**src/rtl/cbk_pkg.sv**
```systemverilog
package cbk_pkg;
    localparam int REG_W      = 8;
    localparam int NUM_SLOTS  = 8;
    localparam int SLOT_IDX_W = $clog2(NUM_SLOTS);
    localparam int PRG_OFF_W  = 13;
    localparam int CHR_OFF_W  = 10;

    typedef struct packed {
        logic [REG_W-1:0]                 prg0;
        logic [REG_W-1:0]                 prg1;
        logic [NUM_SLOTS-1:0][REG_W-1:0]  chr;
        logic                             mirror;
    } bank_regs_t;

    typedef struct packed {
        logic                 prg0;
        logic                 prg1;
        logic                 mirror;
        logic [NUM_SLOTS-1:0] chr;
    } wr_sel_t;
endpackage

```
**src/rtl/cbk_decode.sv**
```systemverilog
module cbk_decode
    import cbk_pkg::*;
(
    input  logic        wr,
    input  logic [15:0] addr,
    output wr_sel_t     sel
);
    logic [2:0] page;
    logic [2:0] pair;

    always_comb begin
        sel  = '0;
        page = addr[14:12];
        pair = page - 3'd3;
        if (wr && addr[15] && !addr[0]) begin
            if (!addr[1]) begin
                case (page)
                    3'd0:    sel.prg0   = 1'b1;
                    3'd1:    sel.mirror = 1'b1;
                    3'd2:    sel.prg1   = 1'b1;
                    default: ;
                endcase
            end
            if (page >= 3'd3 && page <= 3'd6)
                sel.chr[{pair[1:0], addr[1]}] = 1'b1;
        end
    end
endmodule

```
**src/rtl/cbk_regfile.sv**
```systemverilog
module cbk_regfile
    import cbk_pkg::*;
(
    input  logic             clk,
    input  logic             rst_n,
    input  wr_sel_t          sel,
    input  logic [REG_W-1:0] wdata,
    output bank_regs_t       regs
);
    bank_regs_t regs_d, regs_q;

    always_comb begin
        regs_d = regs_q;
        if (sel.prg0)   regs_d.prg0   = wdata;
        if (sel.prg1)   regs_d.prg1   = wdata;
        if (sel.mirror) regs_d.mirror = wdata[0];
        for (int s = 0; s < NUM_SLOTS; s++)
            if (sel.chr[s]) regs_d.chr[s] = wdata;
    end

    always_ff @(posedge clk or negedge rst_n) begin
        if (!rst_n) regs_q <= '0;
        else        regs_q <= regs_d;
    end

    assign regs = regs_q;

    a_r2_prg0_hold: assert property (@(posedge clk) disable iff (!rst_n)
        !sel.prg0 |=> $stable(regs_q.prg0));
    a_r3_prg1_hold: assert property (@(posedge clk) disable iff (!rst_n)
        !sel.prg1 |=> $stable(regs_q.prg1));
    a_r6_mirror_bit0: assert property (@(posedge clk) disable iff (!rst_n)
        sel.mirror |=> regs_q.mirror == $past(wdata[0]));
    a_r5_chr_hold: assert property (@(posedge clk) disable iff (!rst_n)
        (sel.chr == '0) |=> $stable(regs_q.chr));
endmodule

```
**src/rtl/cbk_prg_map.sv**
```systemverilog
module cbk_prg_map
    import cbk_pkg::*;
#(
    parameter int PRG_BANKS_LOG2 = 8
) (
    input  logic [14:0]                         raddr,
    input  logic [REG_W-1:0]                    bank0,
    input  logic [REG_W-1:0]                    bank1,
    output logic [PRG_BANKS_LOG2+PRG_OFF_W-1:0] rom_addr
);
    localparam logic [PRG_BANKS_LOG2-1:0] LAST_BANK = '1;
    localparam logic [PRG_BANKS_LOG2-1:0] NEXT_LAST = LAST_BANK - 1'b1;

    logic [PRG_BANKS_LOG2-1:0] bank;

    always_comb begin
        case (raddr[14:13])
            2'd0:    bank = bank0[PRG_BANKS_LOG2-1:0];
            2'd1:    bank = bank1[PRG_BANKS_LOG2-1:0];
            2'd2:    bank = NEXT_LAST;
            default: bank = LAST_BANK;
        endcase
        rom_addr = {bank, raddr[PRG_OFF_W-1:0]};
    end
endmodule

```
**src/rtl/cbk_chr_map.sv**
```systemverilog
module cbk_chr_map
    import cbk_pkg::*;
#(
    parameter int CHR_BANKS_LOG2 = 8
) (
    input  logic [SLOT_IDX_W+CHR_OFF_W-1:0]         raddr,
    input  logic [NUM_SLOTS-1:0][REG_W-1:0]         banks,
    output logic [CHR_BANKS_LOG2+CHR_OFF_W-1:0]     rom_addr
);
    logic [REG_W-1:0] sel_bank;

    always_comb begin
        sel_bank = banks[raddr[SLOT_IDX_W+CHR_OFF_W-1:CHR_OFF_W]];
        rom_addr = {sel_bank[CHR_BANKS_LOG2-1:0], raddr[CHR_OFF_W-1:0]};
    end
endmodule

```
**src/rtl/cart_bank_ctrl.sv**
```systemverilog
module cart_bank_ctrl
    import cbk_pkg::*;
#(
    parameter int PRG_BANKS_LOG2 = 8,
    parameter int CHR_BANKS_LOG2 = 8
) (
    input  logic                                  clk,
    input  logic                                  rst_n,
    input  logic                                  cpu_wr,
    input  logic [15:0]                           cpu_addr,
    input  logic [7:0]                            cpu_wdata,
    input  logic [14:0]                           prg_raddr,
    output logic [PRG_BANKS_LOG2+PRG_OFF_W-1:0]   prg_rom_addr,
    input  logic [12:0]                           chr_raddr,
    output logic [CHR_BANKS_LOG2+CHR_OFF_W-1:0]   chr_rom_addr,
    output logic                                  mirror_horiz
);
    wr_sel_t    sel;
    bank_regs_t regs;

    cbk_decode u_decode (
        .wr   (cpu_wr),
        .addr (cpu_addr),
        .sel  (sel)
    );

    cbk_regfile u_regs (
        .clk   (clk),
        .rst_n (rst_n),
        .sel   (sel),
        .wdata (cpu_wdata),
        .regs  (regs)
    );

    cbk_prg_map #(.PRG_BANKS_LOG2(PRG_BANKS_LOG2)) u_prg (
        .raddr    (prg_raddr),
        .bank0    (regs.prg0),
        .bank1    (regs.prg1),
        .rom_addr (prg_rom_addr)
    );

    cbk_chr_map #(.CHR_BANKS_LOG2(CHR_BANKS_LOG2)) u_chr (
        .raddr    (chr_raddr),
        .banks    (regs.chr),
        .rom_addr (chr_rom_addr)
    );

    assign mirror_horiz = regs.mirror;

    a_r8_single_target: assert property (@(posedge clk) disable iff (!rst_n)
        $onehot0(sel));
    a_r7_low_write_inert: assert property (@(posedge clk) disable iff (!rst_n)
        (cpu_wr && !cpu_addr[15]) |=> $stable(mirror_horiz) && $stable(regs));
    a_r4_last_window: assert property (@(posedge clk) disable iff (!rst_n)
        (prg_raddr[14:13] == 2'b11) |->
            (prg_rom_addr[PRG_BANKS_LOG2+PRG_OFF_W-1:PRG_OFF_W] == '1));
    a_r11_offset_pass: assert property (@(posedge clk) disable iff (!rst_n)
        chr_rom_addr[CHR_OFF_W-1:0] == chr_raddr[CHR_OFF_W-1:0]);
endmodule

```
**config.mk**
```make
export PLATFORM = sky130hd
export DESIGN_NAME = cart_bank_ctrl
export DESIGN_NICKNAME = d
export VERILOG_FILES = /design/src/rtl/cbk_pkg.sv /design/src/rtl/cbk_decode.sv /design/src/rtl/cbk_regfile.sv /design/src/rtl/cbk_prg_map.sv /design/src/rtl/cbk_chr_map.sv /design/src/rtl/cart_bank_ctrl.sv
export SDC_FILE = /design/constraint.sdc
export NUM_CORES = 1
export LEC_CHECK = 0
export BUFFER_PORTS_ARGS = -buffer_cell sky130_fd_sc_hd__buf_2
export CAP_MARGIN = 10
export CORE_ASPECT_RATIO = 1.4
export CORE_MARGIN = 2
export CORE_UTILIZATION = 54
export DETAILED_ROUTE_END_ITERATION = 12
export PLACE_DENSITY = 0.77
export SYNTH_ARGS = -nofsm -noshare
export SYNTH_HDL_FRONTEND = slang
export SYNTH_HIERARCHICAL = 1
export SYNTH_SLANG_ARGS = --single-unit
```
**constraint.sdc**
```tcl
create_clock -name clk -period 1.77 [get_ports clk]
set_input_delay 0.177 -clock clk [delete_from_list [all_inputs] [get_ports clk]]
set_output_delay 0.177 -clock clk [all_outputs]
set_load 0.01 [all_outputs]
```
==> metrics.md <==
| Metric | Value |
|---|---|
| Critical path arrival | 1.64 ns |
| Placed cell count | 371 |
| Post-synthesis cell count | 263 |
| FF-to-FF path depth | 3 |
| Final worst path period share | 102% |
| Min-Delay Endpoint | u_regs/regs[61] |
| Final TNS setup | -0.239 ns |
| Pleak | ~2.4 nW |
| HP Start | cpu_wdata[4] |
| Top cell type's share of synthesized area | 46.3% |
| Peak supply drop | 0.653 mV |
| Worst hold path class | input pin to flop |
| Area post-placement | 4520 µm² |
| PD cells | 980 nW/µm² |
| Finished Cell Area | 4970 µm² |
| CP startpoint kind | flop |
| CTS Buf Count | 9 |
| TritonCTS clock tree | built |
| Post-synthesis net count | around 320 |
| Multi-input logic area | 1980 µm² |
| Yosys reg bits | 81 |
| Drt pass-1 iters | 4 |
| Largest net degree at the start of global routing | 42 |
| Global route overflow | 0 |
| Die width | 80.1 µm |
| GRT Overall Usage | a little over a fifth |
| Register clock-pin slew on the reported worst setup and hold paths | 0.08 ns |
| Register area | 2030 µm² |
| I/O Buffers | 38 |
| Setup ws final | -0.0438 ns |
| Clock period minus worst slack | 1.81 ns |
| Vias in the first global route | 2561 |
| Via Count | 2276 |
| Post-Syn Area | 4380 µm² |
| Required time worst endpoint | 1.59 ns |
| R2r setup slk | 0.76 ns |
| Commonest non-fill, non-tap cell in the layout | mux2_4 |
| Hold Crit Depth | 2 |
| Post-Synth Adder-Cell Area | 0% |
| Row cnt | 38 |
| Layout Cells excl Fill | 410 |
| Outcome | finished with violations |
| Syn Area/Cell | between 15 and 20 µm² |
| Routed WL | 8.31 mm |
| Final-report hold violation count | 0 |
| Gpl congestion | approximately 0.7 |
| Dpl ws | 0.135 ns |
| Die Ht | 111 µm |
| IO Count | 95 |
| CTS max path bufs | 2 |
| Post-Synth XOR/XNOR Area | 0% |
| Reg2reg end | u_regs/regs[30] |
| Post-DP HPWL | just over 5 mm |
| Final #Nets | 360 |
| Die area | slightly below 9000 µm² |
| Worst-Margin Slew | 0.538 ns |
| Root buffer cell | clkbuf_8 |
| Commonest non-fill, non-tap cells in the layout | 85 x mux2_4, 81 x dfrtp_1, 31 x buf_4, 29 x buf_2, 13 x mux4_2 |
| Core footprint | between 7000 and 8000 µm² |
| Register area share after synthesis | 46.3% |
| # diodes | 0 |
| Clock latency on the worst-skew pair | 0.35 ns |
| Starting Density | 56.1% |
| Clock skew | 0 ns |
| Largest family of logic cells by synthesized area | multiplexers |
| Final Max Tran Viols | 0 |
| First-pass GRT wire length | 13.9 mm |
| Via density | ~5.6 |
| Cell taking the most area after synthesis | dfrtp_1 |
| Final setup viols | 8 |
| Antenna violations before repair | 0 |
| Simple-Gate Fraction of Synth Area | 4.26% |
| Largest register FFs | a little over 80 |
| Synth Area in Compound Gates | under 10% |
| FMAX | 0.551 GHz |
| Largest cells by area after synthesis | dfrtp_1 46%, mux2_4 27%, mux4_1 9.0%, buf_4 3.9%, buf_6 3.3% |
| DRT antenna net count | 0 |
| Synth cell types | 25 |
| Drt first-iter violations | slightly below 70 |
| Yosys Warn Count | 6 |
| Max Fanout on Critical Path | 2 |
| Setup CP Type | flop to primary output |
| CTS H-tree depth | 3 |
| Slew margin rel. | 64.2% |
| Share of post-route cells with drive strength above 1 | 65.8% |
| Violated checks | setup timing |
| Clk sink count | 81 |
| CP Capture Type | primary output |
| MaxCap Viol Count | 0 |
| Routed wire per std cell | 20.3 µm |
| Layout Area Growth over Synthesis | 13.5% |
| Fillers | 586 |
| RSZ-0062 raised after global routing | yes |
| R2R Path Start | u_regs/regs[30] |
| DRC | 0 |
| Mux contribution to synthesized area | 39.3% |
| Design Power | 4.87 mW |
-- per-stage QoR --
| step | util [%] | hold WS, ns |
|---|---|---|
| 3_3_place_gp | 57.9 | 0.185 |
| 5_1_grt | 63.7 | 0.222 |
| 3_5_place_dp | 57.9 | 0.196 |
| 6_report | 63.7 | 0.221 |
| 4_1_cts | 62.6 | 0.207 |
| 2_1_floorplan | - | -0.119 |
-- cell usage after synthesis (all sizes together) --
cell type and n:
buf 41, mux2 89, nand3b 2, nor4b 2
nand4b 1, nand2b 2, clkbuf 2, nand2 1
nand4bb 1, o21ai 2, dfrtp 81, nor2 4
nor2b 7, nor4 1, mux4 16, nor3 4
a211o 7
-- worst max-delay path: stages (launching register included) --
cell and delay, ns:
dfrtp_1 0.39, mux4_2 0.49, mux2_4 0.29, buf_6 0.12
-- worst max path at each step --
| stage | from | to | slack [ns] |
|---|---|---|---|
| 2_1_floorplan | chr_raddr[10] | chr_rom_addr[11] | 0.35 |
| 5_1_grt | u_regs/regs[30] | chr_rom_addr[15] | -0.1 |
| 3_3_place_gp | chr_raddr[10] | chr_rom_addr[15] | 0.13 |
| 6_report | u_regs/regs[42] | chr_rom_addr[11] | -0.04 |
| 3_5_place_dp | chr_raddr[10] | chr_rom_addr[11] | 0.13 |
| 4_1_cts | u_regs/regs[42] | chr_rom_addr[11] | -0.07 |
-- power by group --
part | internal [mW] | leakage [nW] | total (mW) | switching (mW)
Combinational | 0.649 | 1.17 | 0.954 | 0.305
Sequential | 2.09 | 1.08 | 2.23 | 0.138
Clock | 1.02 | 0.127 | 1.68 | 0.664
Total | 3.76 | 2.37 | 4.87 | 1.11
-- layer usage --
metal,wire (µm),track usage [%],vias up,share of wire [%]
li1,-,-,1013,-
met1,3730,30.1,1194,45
met2,4080,30.9,47,49
met3,320,4.17,22,3.9
met4,176,9.15,0,2.1
met5,0,0,-,0
-- kinds of logic (layout without fill, tap and decap cells) --
kind of cell           after synthesis  count (layout)
and+or+nand+nor                     25              25
muxes                              105             105
buffers and inverters               43              90
AOI/OAI and AO/OA                    9               9
DFF                                 81              81
-- repair_timing --
action                     in CTS  in global routing
cloned                          0                  0
gates resized for setup        22                  3
setup endpoints to repair       8                  8
hold endpoints to repair       40                  0
hold buffers                    1                  0
buffers inserted               11                 11
-- area by class of cell --
class | instances | share of cell area, %
Timing Repair Buffer | 74 | 11.6
Sequential cell | 81 | 40.8
Clock buffer | 12 | 3.12
Tap cell | 100 | 2.52
Multi-Input combinational cell | 139 | 39.9
Clock inverter | 4 | 1.99
Note: power is estimated with default switching activity, not from simulation.
